`src/rtl/cadence_pkg.sv`:
```
package cadence_pkg;
  localparam int unsigned FAM44_NUM = 147;  // blocks per window in the 44.1 kHz family
  localparam int unsigned FAM44_DEN = 160;  // frames per window

  typedef enum logic {
    BASE_48K = 1'b0,
    BASE_44K = 1'b1
  } base_e;
endpackage

```
`src/rtl/cadence_rate.sv`:
```
module cadence_rate
  import cadence_pkg::*;
#(
  parameter int MULT_W  = 3,
  parameter int DIV_W   = 4,
  parameter int MAX_BLK = 4,
  parameter int W       = 14
) (
  input  logic              base_sel_i,
  input  logic [MULT_W-1:0] mult_i,
  input  logic [DIV_W-1:0]  div_i,
  output logic [W-1:0]      step_o,
  output logic [W-1:0]      modulus_o,
  output logic              valid_o
);
  always_comb begin
    if (base_e'(base_sel_i) == BASE_44K) begin
      step_o    = W'(mult_i) * W'(FAM44_NUM);
      modulus_o = W'(div_i) * W'(FAM44_DEN);
    end else begin
      step_o    = W'(mult_i);
      modulus_o = W'(div_i);
    end
    valid_o = (mult_i != '0) && (mult_i <= MULT_W'(MAX_BLK)) && (div_i != '0);
  end
endmodule

```
`src/rtl/cadence_divide.sv`:
```
module cadence_divide #(
  parameter int MAX_BLK = 4,
  parameter int CNT_W   = 3,
  parameter int W       = 14
) (
  input  logic [W-1:0]     sum_i,
  input  logic [W-1:0]     modulus_i,
  output logic [CNT_W-1:0] cnt_o,
  output logic [W-1:0]     rem_o
);
  logic [MAX_BLK-1:0] reach;

  // one comparator per possible block
  for (genvar k = 0; k < MAX_BLK; k++) begin : g_cmp
    logic [W-1:0] lim;
    assign lim      = W'(k + 1) * modulus_i;
    assign reach[k] = (sum_i >= lim);
  end

  always_comb begin
    cnt_o = '0;
    for (int i = 0; i < MAX_BLK; i++) cnt_o = cnt_o + CNT_W'(reach[i]);
    rem_o = sum_i - W'(cnt_o) * modulus_i;
  end
endmodule

```
`src/rtl/cadence_gen.sv`:
```
module cadence_gen
  import cadence_pkg::*;
#(
  parameter int MULT_W  = 3,
  parameter int DIV_W   = 4,
  parameter int MAX_BLK = 4,
  localparam int CNT_W  = $clog2(MAX_BLK + 1)
) (
  input  logic              clk_i,
  input  logic              rst_ni,
  input  logic              frame_i,
  input  logic              base_sel_i,
  input  logic [MULT_W-1:0] mult_i,
  input  logic [DIV_W-1:0]  div_i,
  output logic [CNT_W-1:0]  blk_cnt_o,
  output logic              blk_vld_o
);
  localparam int W = $clog2(MAX_BLK * FAM44_DEN * (2 ** DIV_W) + 1);

  typedef struct packed {
    logic              base;
    logic [MULT_W-1:0] mult;
    logic [DIV_W-1:0]  div;
  } cfg_t;

  cfg_t             cfg_now, cfg_q;
  logic             fresh_q, chg, valid;
  logic [W-1:0]     acc_q, acc_eff, step, modulus, sum, rem;
  logic [CNT_W-1:0] cnt_d, cnt_q;
  logic             vld_q;

  assign cfg_now = '{base: base_sel_i, mult: mult_i, div: div_i};
  assign chg     = (cfg_now != cfg_q);

  cadence_rate #(
    .MULT_W(MULT_W), .DIV_W(DIV_W), .MAX_BLK(MAX_BLK), .W(W)
  ) u_rate (
    .base_sel_i(base_sel_i),
    .mult_i    (mult_i),
    .div_i     (div_i),
    .step_o    (step),
    .modulus_o (modulus),
    .valid_o   (valid)
  );

  // after a clear, start one below the modulus so frame 1 carries a block
  assign acc_eff = (fresh_q || chg) ? (modulus - W'(1)) : acc_q;
  assign sum     = acc_eff + step;

  cadence_divide #(
    .MAX_BLK(MAX_BLK), .CNT_W(CNT_W), .W(W)
  ) u_div (
    .sum_i    (sum),
    .modulus_i(modulus),
    .cnt_o    (cnt_d),
    .rem_o    (rem)
  );

  always_ff @(posedge clk_i or negedge rst_ni) begin
    if (!rst_ni) begin
      cfg_q   <= '0;
      fresh_q <= 1'b1;
      acc_q   <= '0;
      cnt_q   <= '0;
      vld_q   <= 1'b0;
    end else begin
      cfg_q <= cfg_now;
      vld_q <= frame_i;
      if (frame_i) begin
        if (valid) begin
          cnt_q   <= cnt_d;
          acc_q   <= rem;
          fresh_q <= 1'b0;
        end else begin
          cnt_q   <= '0;
          fresh_q <= 1'b1;
        end
      end else if (chg) begin
        fresh_q <= 1'b1;
      end
    end
  end

  assign blk_cnt_o = cnt_q;
  assign blk_vld_o = vld_q;
endmodule

```
`config.mk`:
```
export PLATFORM = sky130hd
export DESIGN_NAME = cadence_gen
export DESIGN_NICKNAME = d
export VERILOG_FILES = /design/src/rtl/cadence_pkg.sv /design/src/rtl/cadence_rate.sv /design/src/rtl/cadence_divide.sv /design/src/rtl/cadence_gen.sv
export SDC_FILE = /design/constraint.sdc
export NUM_CORES = 1
export LEC_CHECK = 0
export ABC_AREA = 1
export BUFFER_PORTS_ARGS = -buffer_cell sky130_fd_sc_hd__buf_2
export CAP_MARGIN = 10
export CORE_UTILIZATION = 38
export DETAILED_ROUTE_END_ITERATION = 12
export PLACE_DENSITY = 0.54
export SYNTH_ARGS = -nofsm -noshare
export SYNTH_HDL_FRONTEND = slang
export SYNTH_SLANG_ARGS = --single-unit
```
`constraint.sdc`:
```
create_clock -name clk_i -period 12.3 [get_ports clk_i]
set_input_delay 0.615 -clock clk_i [delete_from_list [all_inputs] [get_ports clk_i]]
set_output_delay 0.615 -clock clk_i [all_outputs]
set_load 0.05 [all_outputs]
```
==> out/summary.txt, run 1 <==
Outcome -> complete, but fails checks
Failing checks -> DRC
Pleak -> 3.151 nW
Post-CTS setup buffers -> 0
Register-to-Register Path Depth -> 44
Crit path kind -> primary input to flip-flop
Fmax -> 103.6 MHz
CTS buffer count -> 3
Clk slew on worst S/H paths -> 70 ps
CP peak stage delay -> 850 ps
Max_cap viols -> 0
First-pass iteration count of the detailed router -> 9
Setup TNS -> 0 ps
Slew margin rel. -> 24.30%
Root Driver -> clkbuf_16
Die area -> 14600 um^2
Antenna Nets Post-Route -> 0
CTS max path bufs -> 2
Final Max Tran Viols -> 0
Synthesized cell area -> 5365 um^2
Worst-Skew Late Latency -> 260 ps
Final Hold Fails -> 0
Layout area overhead -> 6.273%
Register bit total from synthesis -> 27
CP arrival -> 9770 ps
Sequential fraction of the synthesis area -> 12.62%
Initial antenna violation count -> 0
Ant diodes -> 0
Cts repair resizes -> 0
Vias in the first global route -> 4804
Final core occ -> 41.24%
Reg-to-reg startpoint -> fresh_q$_DFFE_PN1P_
Row cnt -> 43
Largest net degree at the start of global routing -> 28
Post-route DRC -> 1
Critical Path End Type -> flip-flop
Fin crit share -> 78.48%
Nets -> 920
Post-synth EDFFs -> 0
Pwr/cell area -> 280.5 nW/um^2
GRT Max-Usage Layer -> met2
H-tree Lvls -> 1
Crit path max fanout -> 9
VDD IR-drop max -> 0.1504 mV
I/O pins -> 15
CTS tree -> done
Worst-Margin Slew -> 1127 ps
Distinct cell type count after synthesis -> 39
GR Util met3 -> 1.321%
First-pass GRT wire length -> 24600 um
WL/cell -> 15.92 um
Gr ovfl total -> 0
DIE HEIGHT -> 120.8 um
Met1 usage -> 29.05%
Slowest CP cell -> nor3_1
FF-to-FF End -> acc_q[10]$_DFFE_PN0P_
Die W -> 120.8 um
Finish-stage setup viols -> 0
Mapped Cells -> 767
PortBufs -> 14
Drt initial violations -> 326
Minimum clock period -> 9653 ps
GP Congestion -> 0.9342
Clk sink count -> 27
Initial Util -> 38.80%
Vias -> 4960
Clk_skew -> 1.864 ps
Via-to-Cell Ratio -> 5.183
Detailed Place HPWL -> 12830 um
Global routing usage on met2 -> 37.50%
Core area -> 13830 um^2
Main synth FF type -> dfrtp_1
Tot GR Track Use -> 21.74%
Worst Hold Class -> primary input to asynchronous set/reset pin
Synthesized Nets -> 909
Synthesized area per cell -> 6.995 um^2
Req. time, crit path -> 12420 ps
Ys async rst share -> 100.0%
Share of cells above drive strength 1 -> 6.049%
Final wirelength -> 15230 um
Crit path launch type -> primary input
Hold_buf cts -> 0
Synth warn -> 0
FF-to-FF setup slack -> 3710 ps
RSZ-0062 raised after global routing -> false
-- per-layer routing --
metal	up-vias	wire length [um]	part of all wire, %
met2	135	7148	47
met1	2315	6977	46
met4	0	390	2.6
met3	20	714	4.7
li1	2490	-	-
met5	-	0	0
-- cells in the final DEF (no fill, tap or decap), types with 5 or more instances in the layout --
cell type	instances
nand2_1	183
nand4_1	6
xor2_1	20
fa_1	22
inv_2	5
dfrtp_1	26
o21ai_0	40
nand2_2	5
o21ai_1	6
a21oi_1	49
buf_2	14
a31oi_1	5
inv_1	130
nand3_1	31
ha_1	109
a21o_1	6
xnor2_1	15
nor3_1	12
nor2_1	52
nand2_4	5
-- cell families (layout without fill, tap and decap cells) --
family | after synthesis | in the layout | synth area share (%)
flip-flops | 27 | 27 | 12.62
XOR/XNOR | 36 | 36 | 6.227
AO/OA/AOI/OAI | 119 | 119 | 12.22
AND/OR/NAND/NOR | 310 | 310 | 25.02
buffers and inverters | 144 | 154 | 10.28
adder cells (fa/ha/maj) | 131 | 131 | 33.63
-- cells in the mapped netlist (12+ instances only) --
cell type  number  area, um^2
inv_1         130       488.0
nand3_1        31       155.2
nand2_1       183       686.9
nor3_1         12       60.06
ha_1          109        1364
dfrtp_1        26       650.6
a21oi_1        49       245.2
o21ai_0        40       200.2
xnor2_1        15       131.4
xor2_1         20       175.2
fa_1           22       440.4
nor2_1         52       195.2
-- worst max-delay path: cells and delay by family --
kind	cells	cell delay (ps)
compound gates	11	1470
buf+inv	8	1210
xor+xnor	2	830
simple gates	9	1740
fa+ha+maj	11	3910
-- stage by stage --
stage / instance area [um^2] / total power [W] / setup slack (ps) / hold WS (ps) / std cells
floorplan: 5365 / 0.001187 / 4334 / 319.4 / 767
global placement: 5619 / 0.001504 / 2489 / 467.9 / 953
detailed placement: 5619 / 0.001520 / 2402 / 477.4 / 953
CTS: 5702 / 0.001602 / 2663 / 373.7 / 957
global route: 5702 / 0.001801 / 1944 / 401.7 / 957
finish: 5702 / 0.001600 / 2647 / 353.4 / 957
-- power breakdown --
| part | internal, W | total (W) | leakage, nW | switching, W |
|---|---|---|---|---|
| clock | 0.0000442 | 0.0000748 | 0.0371 | 0.0000306 |
| combinational | 0.000519 | 0.00139 | 2.79 | 0.000868 |
| sequential | 0.000120 | 0.000138 | 0.327 | 0.0000177 |
| total | 0.000683 | 0.00160 | 3.15 | 0.000917 |
-- state kept, by name, summed over array words and instances (netlist names) --
signal	count
blk_vld_o	1
acc_q	14
blk_cnt_o	3
fresh_q	1
cfg_q	8
-- area by class of cell --
| type | instances | area, um^2 |
|---|---|---|
| tap | 180 | 225.2 |
| inverter | 136 | 510.5 |
| clock buffer | 3 | 75.07 |
| timing repair buffer | 14 | 70.07 |
| fill | 1433 | 8125 |
| clock inverter | 1 | 7.507 |
| sequential | 27 | 676.9 |
| multi-input combinational | 596 | 4136 |
-- worst max-delay path by stage --
stage | to | from | slack, ps
floorplan | acc_q[10]$_DFFE_PN0P_ | div_i[1] | 4330
global placement | acc_q[10]$_DFFE_PN0P_ | div_i[3] | 2490
detailed placement | acc_q[10]$_DFFE_PN0P_ | div_i[3] | 2400
CTS | acc_q[10]$_DFFE_PN0P_ | div_i[3] | 2660
global route | acc_q[10]$_DFFE_PN0P_ | div_i[3] | 1940
finish | acc_q[10]$_DFFE_PN0P_ | div_i[3] | 2650
Note: power is estimated with default switching activity, not from simulation.
==> run 2: changes to the inputs <==
clock period = 10.1 ns   (was 12.3 ns; I/O delays follow)
==> out/summary.txt, run 2 (same netlist as run 1, synthesis figures left out) <==
Nets -> 924 (+0.43%)
Antenna Nets Post-Route -> 0 (unchanged)
Slew margin rel. -> 44.31% (+20 points)
Post-route insts no fill -> 961 (+0.42%)
Layout area overhead -> 6.833%
Most frequent cells in the layout -> nand2_1, inv_1, ha_1, nor2_1, a21oi_1
I/O pins -> 15 (unchanged)
Pleak -> 3.171 nW (+0.63%)
First-pass iteration count of the detailed router -> 9 (unchanged)
WL/cell -> 15.66 um (-1.6%)
Fill cells -> 1447 (+0.98%)
Clk slew on worst S/H paths -> 70 ps (about the same)
Share of cells above drive strength 1 -> 6.530% (+0.48 points)
Fin crit share -> 89.55%
Post-route DRC -> 1 (unchanged)
First-pass GRT wire length -> 24550 um (-0.20%)
Drt initial violations -> 309 (-5.2%)
Hold_buf cts -> 0 (unchanged)
Core area -> 13830 um^2 (unchanged)
Initial antenna violation count -> 0 (unchanged)
Clk sink count -> 27 (unchanged)
VDD IR-drop max -> 0.1487 mV (-1.1%)
Detailed Place HPWL -> 12730 um (-0.79%)
Row cnt -> 43 (unchanged)
RSZ-0062 raised after global routing -> false
Initial Util -> 38.80% (unchanged)
FF-to-FF setup slack -> 1640 ps (-2070 ps)
Failing checks -> DRC
Reg area -> 676.9 um^2 (unchanged)
GP Congestion -> 0.9375 (+0.35%)
Commonest non-fill, non-tap cell in the layout -> nand2_1
Critical Path End Type -> flip-flop
Worst-Margin Slew -> 834.4 ps (-292.4 ps)
Crit path kind -> primary input to flip-flop
Multi-input logic area -> 4136 um^2 (unchanged)
Post-CTS setup buffers -> 0 (unchanged)
Reg-to-reg startpoint -> fresh_q$_DFFE_PN1P_
FF-to-FF End -> acc_q[10]$_DFFE_PN0P_
Pwr/cell area -> 338.9 nW/um^2 (+21%)
Slowest CP cell -> xor2_1
Die W -> 120.8 um (unchanged)
Max_cap viols -> 0 (unchanged)
CP arrival -> 9160 ps (-610 ps)
PortBufs -> 14 (unchanged)
CTS tree -> done
Crit path launch type -> primary input
H-tree Lvls -> 1 (unchanged)
Outcome -> complete, but fails checks
Worst-Skew Late Latency -> 260 ps (about the same)
Setup TNS -> 0 ps (unchanged)
Via-to-Cell Ratio -> 5.120 (-1.2%)
Gr ovfl total -> 0 (unchanged)
Final wirelength -> 15050 um (-1.2%)
DIE HEIGHT -> 120.8 um (unchanged)
Top reg by flops -> acc_q
Worst Hold Class -> primary input to asynchronous set/reset pin
CP peak stage delay -> 640 ps (-210 ps)
Clk_skew -> 7.051 ps (+5.187 ps)
Post-placement cell area -> 5649 um^2 (+0.53%)
Tot GR Track Use -> 21.50% (-0.24 points)
Fmax -> 110.6 MHz
Final Hold Fails -> 0 (unchanged)
Cell area after layout -> 5732 um^2 (+0.53%)
Root Driver -> clkbuf_16
Register-to-Register Path Depth -> 40 (-9.1%)
CTS buffer count -> 3 (unchanged)
Vias in the first global route -> 4880 (+1.6%)
Cts repair resizes -> 0 (unchanged)
Placed cells -> 957 (+0.42%)
Ant diodes -> 0 (unchanged)
CTS max path bufs -> 2 (unchanged)
Die area -> 14600 um^2 (unchanged)
Largest net degree at the start of global routing -> 28 (unchanged)
Minimum clock period -> 9044 ps
Finish-stage setup viols -> 0 (unchanged)
Final Max Tran Viols -> 0 (unchanged)
Req. time, crit path -> 10220 ps (-2200 ps)
Vias -> 4920 (-0.81%)
Crit path max fanout -> 9 (unchanged)
Largest register FFs -> 14 (unchanged)
Most numerous cell on the critical path -> ha_1
-- run 2: how the worst max path moves through the flow --
stage	endpoint	depth (start not counted)	slack, ps	from
after floorplan	acc_q[10]$_DFFE_PN0P_	40	2240	div_i[1]
after global placement	acc_q[10]$_DFFE_PN0P_	40	1070	div_i[3]
after detailed placement	acc_q[10]$_DFFE_PN0P_	39	890	div_i[3]
after CTS	acc_q[10]$_DFFE_PN0P_	39	1150	div_i[3]
after global routing	acc_q[10]$_DFFE_PN0P_	40	420	div_i[3]
final	acc_q[10]$_DFFE_PN0P_	39	1060	div_i[3]
-- run 2: metal layers --
| layer | part of all wire (%) | track usage [%] | up-vias |
|---|---|---|---|
| met2 | 46 | 36.32 | 121 |
| met3 | 3.5 | 0.9906 | 23 |
| met1 | 47 | 28.76 | 2283 |
| met5 | 0 | 0 | - |
| met4 | 3.7 | 8.256 | 0 |
| li1 | - | - | 2493 |
-- run 2: final cells by class --
cell class / count / area share [%]
Inverter: 136 / 8.906
Timing Repair Buffer: 18 / 1.746
Tap cell: 180 / 3.929
Clock inverter: 1 / 0.1310
Clock buffer: 3 / 1.310
Sequential cell: 27 / 11.81
Multi-Input combinational cell: 596 / 72.17
-- run 2: stage by stage --
stage               util [%]  setup slack [ps]  hold WS [ps]  total power (W)
detailed placement     40.86             888.4         469.7         0.001847
floorplan                  -              2244         209.4         0.001446
CTS                    41.45              1146         273.8         0.001948
global placement       40.86              1066         468.2         0.001824
finish                 41.45              1056         255.3         0.001943
global route           41.45             421.1         296.5         0.002205
-- run 2: worst max-delay path: cells and delay by family --
kind | cells | cell delay (ps)
xor gates and xnor gates | 3 | 1090
and+or+nand+nor | 10 | 1160
AOI/OAI and AO/OA | 9 | 1330
adders and majority gates | 11 | 4090
buffers and inverters | 6 | 960
-- run 2: report_power, final --
| part | switching, W | internal [W] |
|---|---|---|
| combinational | 0.00105 | 0.000632 |
| sequential | 0.0000204 | 0.000146 |
| clock | 0.0000385 | 0.0000539 |
